===== src/rtl/mul_pkg.sv =====
package mul_pkg;
    typedef enum logic [1:0] {
        ST_IDLE = 2'd0,
        ST_RUN  = 2'd1,
        ST_DONE = 2'd2
    } mul_state_e;
endpackage


===== src/rtl/mul_ctrl.sv =====
module mul_ctrl #(
    parameter int WIDTH = 4
) (
    input  logic clk,
    input  logic rst_n,
    input  logic start,
    output logic load,
    output logic step,
    output logic busy,
    output logic done
);
    import mul_pkg::*;

    localparam int CNT_W = (WIDTH > 1) ? $clog2(WIDTH) : 1;
    localparam logic [CNT_W-1:0] LAST_STEP = CNT_W'(WIDTH - 1);

    mul_state_e       state_q, state_d;
    logic [CNT_W-1:0] cnt_q;

    // Next-state logic for the load, step, finish, settle and wait transitions.
    always_comb begin
        state_d = state_q;
        unique case (state_q)
            ST_IDLE: if (start) state_d = ST_RUN;
            ST_RUN:  if (cnt_q == LAST_STEP) state_d = ST_DONE;
            ST_DONE: state_d = start ? ST_RUN : ST_IDLE;
            default: state_d = ST_IDLE;
        endcase
    end

    // State register together with the step counter.
    always_ff @(posedge clk or negedge rst_n) begin
        if (!rst_n) begin
            state_q <= ST_IDLE;
            cnt_q   <= '0;
        end else begin
            state_q <= state_d;
            if (state_q != ST_RUN) cnt_q <= '0;
            else                   cnt_q <= cnt_q + 1'b1;
        end
    end

    // Output decode from the current state.
    always_comb begin
        load = 1'b0;
        step = 1'b0;
        busy = 1'b0;
        done = 1'b0;
        unique case (state_q)
            ST_IDLE: load = start;
            ST_RUN: begin
                step = 1'b1;
                busy = 1'b1;
            end
            ST_DONE: begin
                done = 1'b1;
                load = start;
            end
            default: ;
        endcase
    end
endmodule


===== src/rtl/mul_addend_sel.sv =====
module mul_addend_sel #(
    parameter int DW = 8
) (
    input  logic          pick,
    input  logic [DW-1:0] shifted_a,
    output logic [DW-1:0] addend
);
    always_comb addend = pick ? shifted_a : '0;
endmodule


===== src/rtl/mul_datapath.sv =====
module mul_datapath #(
    parameter int WIDTH = 4
) (
    input  logic               clk,
    input  logic               rst_n,
    input  logic               load,
    input  logic               step,
    input  logic [WIDTH-1:0]   a_in,
    input  logic [WIDTH-1:0]   b_in,
    output logic [2*WIDTH-1:0] acc
);
    localparam int DW = 2 * WIDTH;

    logic [DW-1:0]    mcand_q;
    logic [WIDTH-1:0] mplier_q;
    logic [DW-1:0]    addend;
    logic [DW-1:0]    sum;

    mul_addend_sel #(.DW(DW)) u_sel (
        .pick      (mplier_q[0]),
        .shifted_a (mcand_q),
        .addend    (addend)
    );

    always_comb sum = acc + addend;

    always_ff @(posedge clk or negedge rst_n) begin
        if (!rst_n) begin
            mcand_q  <= '0;
            mplier_q <= '0;
            acc      <= '0;
        end else if (load) begin
            mcand_q  <= {{WIDTH{1'b0}}, a_in};
            mplier_q <= b_in;
            acc      <= '0;
        end else if (step) begin
            mcand_q  <= mcand_q << 1;
            mplier_q <= mplier_q >> 1;
            acc      <= sum;
        end
    end
endmodule


===== src/rtl/shift_add_mul.sv =====
module shift_add_mul #(
    parameter int WIDTH = 4
) (
    input  logic               clk,
    input  logic               rst_n,
    input  logic               start,
    input  logic [WIDTH-1:0]   op_a,
    input  logic [WIDTH-1:0]   op_b,
    output logic               busy,
    output logic               done,
    output logic [2*WIDTH-1:0] product
);
    logic load;
    logic step;

    mul_ctrl #(.WIDTH(WIDTH)) u_ctrl (
        .clk   (clk),
        .rst_n (rst_n),
        .start (start),
        .load  (load),
        .step  (step),
        .busy  (busy),
        .done  (done)
    );

    mul_datapath #(.WIDTH(WIDTH)) u_dp (
        .clk   (clk),
        .rst_n (rst_n),
        .load  (load),
        .step  (step),
        .a_in  (op_a),
        .b_in  (op_b),
        .acc   (product)
    );
endmodule


===== config.mk =====
export PLATFORM = sky130hd
export DESIGN_NAME = shift_add_mul
export DESIGN_NICKNAME = d
export VERILOG_FILES = /design/src/rtl/mul_pkg.sv /design/src/rtl/mul_ctrl.sv /design/src/rtl/mul_addend_sel.sv /design/src/rtl/mul_datapath.sv /design/src/rtl/shift_add_mul.sv
export SDC_FILE = /design/constraint.sdc
export NUM_CORES = 1
export LEC_CHECK = 0
export BUFFER_PORTS_ARGS = -buffer_cell sky130_fd_sc_hd__buf_2
export CAP_MARGIN = 15
export CORE_MARGIN = 5
export CORE_UTILIZATION = 50
export CTS_BUF_LIST = sky130_fd_sc_hd__clkbuf_2
export DETAILED_ROUTE_END_ITERATION = 16
export MAX_ROUTING_LAYER = met4
export PLACE_DENSITY = 0.71
export SKIP_CTS_REPAIR_TIMING = 1
export SYNTH_ARGS = -nofsm -noshare
export SYNTH_HDL_FRONTEND = slang
export SYNTH_SLANG_ARGS = --single-unit
export TNS_END_PERCENT = 10

===== constraint.sdc =====
create_clock -name clk -period 2.2 [get_ports clk]
set_input_delay 0 -clock clk [delete_from_list [all_inputs] [get_ports clk]]
set_output_delay 0 -clock clk [all_outputs]
set_load 0.005 [all_outputs]

# ---- Word-level counts from Yosys, hierarchy flattened
# Cells that the tools add are included.
# W data, S select, Z words.
dict set report classes {
  n_addsub 2
  multipliers 0
  div_mod_pow 0
  magnitude_cmp 0
  eq_ne 6
  shift 0
  n_mux 15
  n_bitwise 0
  reduce_logical 4
}
# op count
set op_table {}
lappend op_table {{$mux W8} 5}
lappend op_table {{$add A8 B8 Y8} 1}
lappend op_table {{$mux W4} 2}
lappend op_table {{$mux W2} 3}
lappend op_table {{$pmux W2 S3} 1}
lappend op_table {{$eq A2 B2 Y1 const B} 2}
lappend op_table {{$mux W1} 4}
lappend op_table {{$ne A2 B1 Y1 const B} 2}
lappend op_table {{$add A2 B1 Y2 const B} 1}
lappend op_table {{$eq A2 B1 Y1 const B} 1}
lappend op_table {{$logic_not A2 Y1} 1}
lappend op_table {{$ne A2 B2 Y1 const B} 1}
lappend op_table {{$reduce_and A2 Y1} 1}
lappend op_table {{$reduce_bool A2 Y1} 1}
lappend op_table {{$reduce_or A2 Y1} 1}
dict set report word_totals {
  ff_bits 24
  latch_bits 0
  ram_bits 0
  mem_bits_ro 0
  input_bits 11
  elab_cells 32
  memories 0
}

# ---- Depth between registers and ports, before layout
# Gate-level depths: netlist of run 1.
dict set report logic_depth {
  word_depth 4
  ltp_mapped 8
  mapped_depth_nobuf 8
}

# ---- Cells and area by module
# From an unflattened synthesis of run 1, not the netlist that was laid out.
dict set report unflattened {
  hier_cells 136
  hier_area_um2 1413.9
}
# module n_inst cells_per_inst area_each_um2 seq_area_each_um2
set modules_own_cells {}
lappend modules_own_cells {mul_datapath 1 114 1186.1 500.5}
lappend modules_own_cells {mul_ctrl 1 14 177.7 100.1}
lappend modules_own_cells {mul_addend_sel 1 8 50.0 0.0}

# ---- Worst setup path after synthesis of run 1
# OpenSTA, ideal clock, no wires.
dict set report synth_timing {
  kind {register -> register}
  start {register u_dp.mplier_q[0]}
  end {register u_dp.acc[6]}
  setup_ps 126
  arrival_time_ps 1871
  required_time_ps 2074
  slack_ps 203
  path_stages_with_launch 9
  cell_sequence {dfrtp_1 and2_1 ha_1 fa_1 a21o_1 a21o_2 a21oi_1 or4b_1 nand3_1}
}
dict set report synth_between {
  elab_chain_cells 4
}
# element line
set synth_lines {}
lappend synth_lines {{start, declared} mul_datapath.sv:15} ;# logic [WIDTH-1:0] mplier_q;
lappend synth_lines {{start signal, assigned} mul_datapath.sv:34} ;# mplier_q <= b_in;
lappend synth_lines {{start signal, assigned} mul_datapath.sv:38} ;# mplier_q <= mplier_q >> 1;
lappend synth_lines {{$mux W8} mul_addend_sel.sv:8} ;# always_comb addend = pick ? shifted_a : '0;
lappend synth_lines {{$add A8 B8 Y8} mul_datapath.sv:25} ;# always_comb sum = acc + addend;
lappend synth_lines {{$mux W8} mul_datapath.sv:36} ;# end else if (step) begin
lappend synth_lines {{$mux W8} mul_datapath.sv:32} ;# end else if (load) begin
lappend synth_lines {{end signal, assigned} mul_datapath.sv:39} ;# acc <= sum;
lappend synth_lines {{end, declared} mul_datapath.sv:10} ;# output logic [2*WIDTH-1:0] acc
# No other way between the ends. The select of a mux whose other input is x is not followed.
# A chain may end at the register's enable or synchronous reset.

# ---- Worst setup path in the final report of run 1
dict set report layout_timing {
  start {register u_dp.mplier_q[0]}
  end {register u_dp.acc[5]}
}
# The elaborated chain is that of the path after synthesis.

==> results.py, run 1 <==
metrics = {
    "timing": {
        "grt_setup_unrepaired": "yes",
        "timing_max_transition_violations_final": 0,
        "period_share": 0.934,
        "worst_clock_skew_ns": 0.0208,
        "clock.fmax_mhz": 486,
        "setup_violations": 0,
        "finalWorstSetupSlack_ns": 0.144,
        "slew-limit-headroom": 0.514,
        "finalSetupTns_ns": 0,
        "tightest_slew_ns": 0.726,
        "hold_violations": 0,
        "layout_min_cycle_time_ns": 2.06,
    },
    "cells_and_area": {
        "insertedDiodeCount": 0,
        "stdcell_area_um2": 1710,
        "number_of_non_filler_instances_in_the_completed_layout": 204,
        "fillerInstances": 220,
        "synthToLayoutAreaGrowth_pct": 21.1,
        "nets": 194,
        "fraction_of_final_layout_cells_with_drive_strength_greater_than_1": 0.225,
    },
    "worst_setup_path": {
        "timing.critical_path.arrival_ns": 2.34,
        "critical-path-max-stage-delay_ns": 0.45,
        "critical_path_class": "flop to flop",
        "required_ns": 2.48,
        "crit_chain": "buf_4 -> and2_1 -> ha_1 -> o21ai_0 -> o21bai_1 -> a21oi_1 -> and4b_1 -> or3b_1",
        "timing.critical_path.to_type": "flop",
        "startpoint_type": "flop",
        "critPathMaxFanout": 7,
        "critical-path-top-delay-family": "simple AND/OR/NAND/NOR gates",
        "cpMaxStageDelayCell": "dfrtp_1",
        "path_buf_inv": 1,
    },
    "routing": {
        "drt.antenna.violating_nets": 0,
        "vias": 1178,
        "dr.first_iter.drc_count": 38,
        "drt_wl_total_um": 3130,
        "highest-signal-layer": "met4",
        "vias_per_cell": 5.77,
        "drt_drc_violations_left": 0,
        "met3_length_um": 90,
        "met2_length_um": 1550,
        "wl_per_cell_um": 15.3,
        "wirelength_met1_um": 1440,
        "drtPass1Iterations": 4,
    },
    "power_and_ir_drop": {
        "worst_case_vdd_ir_drop_mv": 0.878,
        "pwr_density_cell_nw_per_um2": 1420,
        "leakage_uw": 0.000832,
    },
    "synthesis": {
        "netlist.top_cell.by_area": "dfrtp_1",
        "ys_async_rst_share": 1.00,
        "synthDistinctLibCells": 35,
        "synth.cells.most_frequent": "dfrtp_1, nor2_1, and2_1",
        "post_synth_main_area_contributors": "dfrtp_1, ha_1, and2_1",
        "synth_seq_cells": 24,
        "syn_inst": 140,
        "synth.yosys.seq_area_share": 0.426,
        "ys.warnings.count": 0,
        "synth_cell_area_um2": 1410,
        "yosysTopAreaCellShare": 0.426,
        "synth_area_per_cell_um2": 10.1,
        "postSynthNetCount": 160,
        "synth_edf_count": 0,
        "synth.most_common_cell": "dfrtp_1",
        "dominantRegCellSynth": "dfrtp_1",
    },
    "floorplanning": {
        "die_footprint_um2": 3980,
        "core.rowCount": 19,
        "die_y_um": 63.1,
        "initial_core_util": 0.515,
        "io_pins": 21,
        "die_boundary_width_um": 63.1,
        "core_area_um2": 2730,
    },
    "clocking": {
        "clk_latency_ns": 0.36,
        "clock_tree.root_cell": "clkbuf_2",
        "buffers_from_clock_root_to_sink_at_most": 2,
        "cts.reportedPaths.clkPinSlew_ns": 0.26,
        "htree_levels": 1,
        "cts.sinks": 24,
        "tritoncts": "built",
        "tritoncts.num_buffers": 3,
    },
    "place": {
        "placed_cells": 190,
        "pre_cts_slack_ns": 0.122,
        "hpwlAfterDp_um": 2240,
        "number_of_buffers_inserted_by_port_buffering": 20,
        "standard_cell_area_after_detailed_placement_um2": 1550,
        "gpl.final_weighted_congestion": 0.921,
    },
    "global_route": {
        "grt_start_max_net_pins": 25,
        "initial_antenna_violation_count": 0,
        "grt.total_usage": 0.165,
        "globalRouteOverflowTotal": 0,
        "wire_length_of_the_first_global_routing_pass_um": 5150,
        "number_of_global_route_vias_before_repair": 1163,
    },
    "run_status": {
        "outcome": "finished, final reports clean",
    },
    "hold_path": {
        "hold_path.class": "input port to flop",
    },
    "job": {
        "max_cap_viols": 0,
    },
}
## cell usage in the layout, fill, tap and decap left out, types with 2 or more instances in the layout
master	count
dfrtp_1	24
buf_2	20
nor2_1	13
and2_1	10
dlygate4sd3_1	10
o21ai_0	9
ha_1	8
nand2_1	7
a22o_1	7
a21oi_1	5
mux2i_1	5
mux2_2	5
o22ai_1	4
nand3_1	4
buf_4	4
nor2b_1	3
inv_1	3
clkbuf_2	3
nand2b_1	2
a21oi_2	2
o21bai_1	2
a211oi_2	2
nor3_1	2
a211oi_1	2
a21o_1	2
xnor2_1	2
## sequential cells by signal, summed over array words and instances, names as in the netlist
name	count
u_dp.mplier_q	4
u_dp.acc	8
u_ctrl.state_q	2
u_dp.mcand_q	8
u_ctrl.cnt_q	2
## cell families (layout without fill, tap and decap cells)
family	count (synthesis)	in the layout	synth area share
flip-flops	24	24	0.426
multiplexers	10	10	0.0755
adder cells (fa/ha/maj)	9	9	0.0853
AO/OA/AOI/OAI	39	39	0.191
buffers and inverters	8	41	0.0249
XOR/XNOR	3	3	0.0187
AND/OR/NAND/NOR	47	47	0.179
## final cells by class
type                    count  area [µm²]  area share
clock buffers               3        15.0     0.00880
multi-input cells         108         781       0.457
inverters                   3        11.3     0.00660
flip-flops and latches     24         601       0.352
repair buffers             34         230       0.135
well taps                  31        38.8      0.0227
clock inverters             1        30.0      0.0176
## power breakdown
group          switching, µW  leakage (µW)  total (µW)  internal, µW
registers                178      0.000300         818           640
clock network            145     0.0000266         301           156
logic                    672      0.000505        1310           638
## layer usage
metal,GRT usage,vias up
li1,-,580
met1,0.214,568
met2,0.259,24
met3,0.0302,6
met4,0.0610,0
met5,-,-
## worst register-to-register path, cell delays in order, from the launching register on
cell      delay [ns]
dfrtp_1         0.45
buf_4           0.17
and2_1          0.14
ha_1            0.32
o21ai_0         0.13
o21bai_1        0.15
a21oi_1         0.09
and4b_1         0.19
or3b_1          0.35
## final timing paths
check / start / endpoint / slack, ns / cells after the start
max: u_dp.mplier_q[0] / u_dp.acc[5] / 0.14 / 8
min: start / u_dp.mplier_q[2] / 0.02 / 3
max reg2reg: u_dp.mplier_q[0] / u_dp.acc[5] / 0.14 / 8
min reg2reg: u_ctrl.cnt_q[0] / u_ctrl.cnt_q[0] / 0.46 / 1
max in group asynchronous: rst_n / u_dp.acc[0] / 1.71 / 2
min in group asynchronous: rst_n / u_dp.acc[6] / 0.11 / 2
## stage by stage
step                      hold slack (ns)  power [µW]  utilization
after floorplan                    -0.296        1740            -
after global placement             0.0158        2030        0.568
after detailed placement           0.0144        2090        0.568
after CTS                          -0.403        2380        0.585
after global routing               0.0226        2640        0.624
final                              0.0215        2430        0.624
No activity file was read; power rests on OpenSTA's default activity.
==> run 2, diff against run 1 <==
- CORE_UTILIZATION: 50 -> 35
- PLACE_DENSITY: 0.71 -> not set
==> results.py, run 2 (synthesized netlist as in run 1, its figures left out) <==
metrics = {
    "hold_path": {
        "hold_path.class": "input port to flop",
        "holdCritStartpoint": "start",
    },
    "global_route": {
        "grt.total_usage": 0.129,
        "most_heavily_used_metal_layer_in_global_routing": "met2",
        "grt_util_met3": 0.0123,
        "initial_antenna_violation_count": 0,
        "globalRouteOverflowTotal": 0,
        "globalRouteMet1Util": 0.152,
        "groute.layer.met2.usage": 0.227,
        "grt_start_max_net_pins": 25,
        "number_of_global_route_vias_before_repair": 1211,
        "wire_length_of_the_first_global_routing_pass_um": 5420,
    },
    "clocking": {
        "cts.reportedPaths.clkPinSlew_ns": 0.22,
        "cts.sinks": 24,
        "clock_tree.root_cell": "clkbuf_2",
        "tritoncts.num_buffers": 3,
        "htree_levels": 1,
        "clk_latency_ns": 0.32,
        "tritoncts": "built",
        "buffers_from_clock_root_to_sink_at_most": 2,
    },
    "timing": {
        "setup_violations": 0,
        "timing_max_transition_violations_final": 0,
        "period_share": 0.941,
        "clock.fmax_mhz": 483,
        "finalWorstSetupSlack_ns": 0.130,
        "worst_clock_skew_ns": 0.00668,
        "layout_min_cycle_time_ns": 2.07,
        "tightest_slew_ns": 0.737,
        "final.hold.worst_slack_ns": 0.0525,
        "hold_violations": 0,
        "slew-limit-headroom": 0.507,
    },
    "routing": {
        "vias": 1179,
        "drtPass1Iterations": 4,
        "drt.antenna.violating_nets": 0,
        "wl_per_cell_um": 14.5,
        "dr.first_iter.drc_count": 61,
        "vias_per_cell": 5.33,
        "drt_wl_total_um": 3210,
        "drt_drc_violations_left": 0,
    },
    "power_and_ir_drop": {
        "power_uw": 2280,
        "worst_case_vdd_ir_drop_mv": 0.572,
        "leakage_uw": 0.000814,
        "pwr_density_cell_nw_per_um2": 1350,
    },
    "place": {
        "number_of_buffers_inserted_by_port_buffering": 20,
        "gpl.final_weighted_congestion": 0.831,
        "pre_cts_slack_ns": 0.141,
        "standard_cell_area_after_detailed_placement_um2": 1580,
        "hpwlAfterDp_um": 2370,
        "placed_cells": 209,
    },
    "floorplanning": {
        "io_pins": 21,
        "core_area_um2": 3940,
        "die_boundary_width_um": 73.4,
        "initial_core_util": 0.357,
        "die_y_um": 73.4,
        "core.rowCount": 23,
        "die_footprint_um2": 5390,
    },
    "worst_setup_path": {
        "worst_r2r_startpoint": "u_dp.mplier_q[0]",
        "timing.rr.end": "u_dp.acc[5]",
        "critical_path_class": "flop to flop",
        "required_ns": 2.44,
        "worstSetupEndpoint": "u_dp.acc[5]",
        "critPathMaxFanout": 7,
        "startpoint_type": "flop",
        "regToRegSetupSlack_ns": 0.13,
        "crit_path_start": "u_dp.mplier_q[0]",
        "timing.critical_path.arrival_ns": 2.31,
        "timing.critical_path.to_type": "flop",
        "r2r_depth": 8,
    },
    "cells_and_area": {
        "biggestRegsByFlops": "u_dp.acc x8, u_dp.mcand_q x8, u_dp.mplier_q x4",
        "nets": 193,
        "number_of_non_filler_instances_in_the_completed_layout": 221,
        "fraction_of_final_layout_cells_with_drive_strength_greater_than_1": 0.216,
        "insertedDiodeCount": 0,
        "layout_commonest_cell": "dfrtp_1",
        "synthToLayoutAreaGrowth_pct": 19.7,
        "stdcell_area_um2": 1690,
        "layout.cells.most_common_list": "dfrtp_1, buf_2, nor2_1",
    },
    "run_status": {
        "outcome": "finished, final reports clean",
    },
    "job": {
        "max_cap_viols": 0,
    },
}
==> run 2: per-stage QoR <==
step           TNS (ns)   util
4_1_cts               0  0.404
3_3_place_gp          0  0.400
6_report              0  0.428
2_1_floorplan         0      -
5_1_grt        -0.00648  0.428
3_5_place_dp          0  0.400
==> run 2: area by class of cell <==
cell class,count,area (µm²)
tap,50,62.6
inverter,3,11.3
clock buffer,3,15.0
timing repair buffer,33,220
multi-input combinational,108,777
sequential,24,601
fill,390,2260
==> run 2: worst min path at each step <==
| stage | end | slack [ns] | cells after the start |
|---|---|---|---|
| 2_1_floorplan | u_ctrl.cnt_q[0] | -0.30 | 0 |
| 3_3_place_gp | u_dp.acc[0] | 0.02 | 1 |
| 3_5_place_dp | u_dp.mcand_q[0] | 0.02 | 1 |
| 4_1_cts | u_dp.mcand_q[0] | -0.39 | 1 |
| 5_1_grt | u_dp.mplier_q[3] | 0.05 | 3 |
| 6_report | u_dp.mplier_q[3] | 0.05 | 3 |
==> run 2: per-layer routing <==
layer / part of all wire / vias up
li1: - / 579
met1: 0.46 / 579
met2: 0.51 / 19
met3: 0.024 / 2
met4: 0.0062 / 0
met5: 0 / -
==> run 2: report_power, final <==
| part | leakage (µW) | total (µW) | switching (µW) | internal, µW |
|---|---|---|---|---|
| Combinational | 0.000501 | 1300 | 672 | 631 |
| Clock | 0.0000125 | 163 | 126 | 37.1 |
| Sequential | 0.000300 | 813 | 173 | 640 |
==> run 2: critical path: stages (launching register included) <==
cell	delay (ns)
dfrtp_1	0.44
buf_4	0.17
and2_1	0.14
ha_1	0.32
o21ai_0	0.14
o21bai_1	0.15
a21oi_1	0.10
and4b_1	0.21
or3b_1	0.34
==> run 3, diff against run 2 <==
- CORE_ASPECT_RATIO: not set -> 0.75
- CTS_CLUSTER_SIZE: not set -> 10
==> results.py, run 3 (synthesized netlist as in run 1, its figures left out) <==
metrics = {
    "worst_setup_path": {
        "critical-path-max-stage-delay_ns": 0.45,
        "critPathMaxFanout": 3,
        "timing.critical_path.to_type": "flop",
        "critical_path_class": "flop to flop",
        "startpoint_type": "flop",
        "required_ns": 2.47,
        "crit_chain": "and2_1 -> ha_1 -> fa_1 -> a21o_1 -> a21o_2 -> a21oi_1 -> or4b_1 -> nand3_1",
        "timing.critical_path.arrival_ns": 2.41,
        "cpMaxStageDelayCell": "dfrtp_1",
        "critical-path-top-delay-family": "adder cells",
        "path_buf_inv": 0,
    },
    "global_route": {
        "grt.total_usage": 0.134,
        "initial_antenna_violation_count": 0,
        "wire_length_of_the_first_global_routing_pass_um": 5600,
        "number_of_global_route_vias_before_repair": 1138,
        "grt_start_max_net_pins": 25,
        "globalRouteOverflowTotal": 0,
    },
    "run_status": {
        "outcome": "finished, final reports clean",
    },
    "clocking": {
        "cts.reportedPaths.clkPinSlew_ns": 0.26,
        "buffers_from_clock_root_to_sink_at_most": 2,
        "tritoncts": "built",
        "clock_tree.root_cell": "clkbuf_2",
        "clk_latency_ns": 0.36,
        "htree_levels": 1,
        "tritoncts.num_buffers": 3,
        "cts.sinks": 24,
    },
    "timing": {
        "grt_setup_unrepaired": "yes",
        "clock.fmax_mhz": 468,
        "period_share": 0.971,
        "timing_max_transition_violations_final": 0,
        "worst_clock_skew_ns": 0.0104,
        "layout_min_cycle_time_ns": 2.14,
        "slew-limit-headroom": 0.452,
        "setup_violations": 0,
        "tightest_slew_ns": 0.819,
        "hold_violations": 0,
        "finalSetupTns_ns": 0,
    },
    "job": {
        "max_cap_viols": 0,
    },
    "place": {
        "hpwlAfterDp_um": 2540,
        "placed_cells": 214,
        "standard_cell_area_after_detailed_placement_um2": 1580,
        "number_of_buffers_inserted_by_port_buffering": 20,
        "gpl.final_weighted_congestion": 0.874,
    },
    "routing": {
        "drt_drc_violations_left": 0,
        "drt.antenna.violating_nets": 0,
        "wl_per_cell_um": 15.1,
        "drt_wl_total_um": 3430,
        "dr.first_iter.drc_count": 61,
        "vias_per_cell": 5.19,
        "vias": 1183,
        "drtPass1Iterations": 4,
    },
    "cells_and_area": {
        "stdcell_area_um2": 1730,
        "insertedDiodeCount": 0,
        "layout_commonest_cell": "dfrtp_1",
        "finish.utilization": 0.435,
        "fraction_of_final_layout_cells_with_drive_strength_greater_than_1": 0.214,
        "biggestRegsByFlops": "u_dp.acc x8, u_dp.mcand_q x8, u_dp.mplier_q x4",
        "synthToLayoutAreaGrowth_pct": 22.7,
        "nets": 194,
        "number_of_non_filler_instances_in_the_completed_layout": 228,
        "layout.cells.most_common_list": "dfrtp_1, buf_2, nor2_1",
    },
    "power_and_ir_drop": {
        "power_uw": 2430,
        "leakage_uw": 0.000830,
        "pwr_density_cell_nw_per_um2": 1410,
        "worst_case_vdd_ir_drop_mv": 0.426,
    },
    "floorplanning": {
        "core_area_um2": 3980,
        "core.rowCount": 20,
        "io_pins": 21,
        "die_y_um": 64.9,
        "initial_core_util": 0.354,
        "die_boundary_width_um": 83.3,
        "die_footprint_um2": 5410,
    },
    "hold_path": {
        "hold_path.class": "input port to flop",
    },
}
==> run 3: final timing paths <==
path	depth (start not counted)	slack [ns]	from	to
worst max-delay path	8	0.06	u_dp.mcand_q[0]	u_dp.acc[6]
worst min-delay path	3	0.01	start	u_dp.mplier_q[2]
worst max register to register	8	0.06	u_dp.mcand_q[0]	u_dp.acc[6]
worst min register to register	1	0.48	u_ctrl.cnt_q[0]	u_ctrl.cnt_q[0]
max in group asynchronous	2	1.71	rst_n	u_dp.acc[7]
min in group asynchronous	2	0.12	rst_n	u_dp.acc[0]
==> run 3: routing by layer <==
metal	GRT usage	routed length [µm]
met5	-	0
met3	0.0394	173
met4	0.0143	13
met2	0.212	1550
met1	0.178	1700
==> run 3: area by class of cell <==
type,instances,area (µm²)
fillers,383,2250
multi-input cells,108,773
flip-flops and latches,24,601
repair buffers,34,230
well taps,55,68.8
clock inverters,1,30.0
clock buffers,3,15.0
inverters,3,11.3
==> run 3: stage by stage <==
step / setup WS [ns] / hold WS, ns
after detailed placement: 0.119 / 0.0257
after floorplan: 0.203 / -0.296
after CTS: 0.0866 / -0.410
final: 0.0633 / 0.00994
after global routing: -0.0672 / 0.00284
after global placement: 0.159 / 0.0160
==> run 3: power breakdown <==
group / leakage [µW] / switching (µW) / internal [µW]
combinational: 0.000504 / 671 / 631
sequential: 0.000300 / 187 / 639
clock: 0.0000266 / 148 / 156
total: 0.000830 / 1010 / 1430
==> run 3: worst reg2reg max path, delay by kind of cell (launching register included) <==
kind	cells	cell delay, ns
flops	1	0.45
simple gates	3	0.35
compound gates	3	0.60
fa+ha+maj	2	0.66
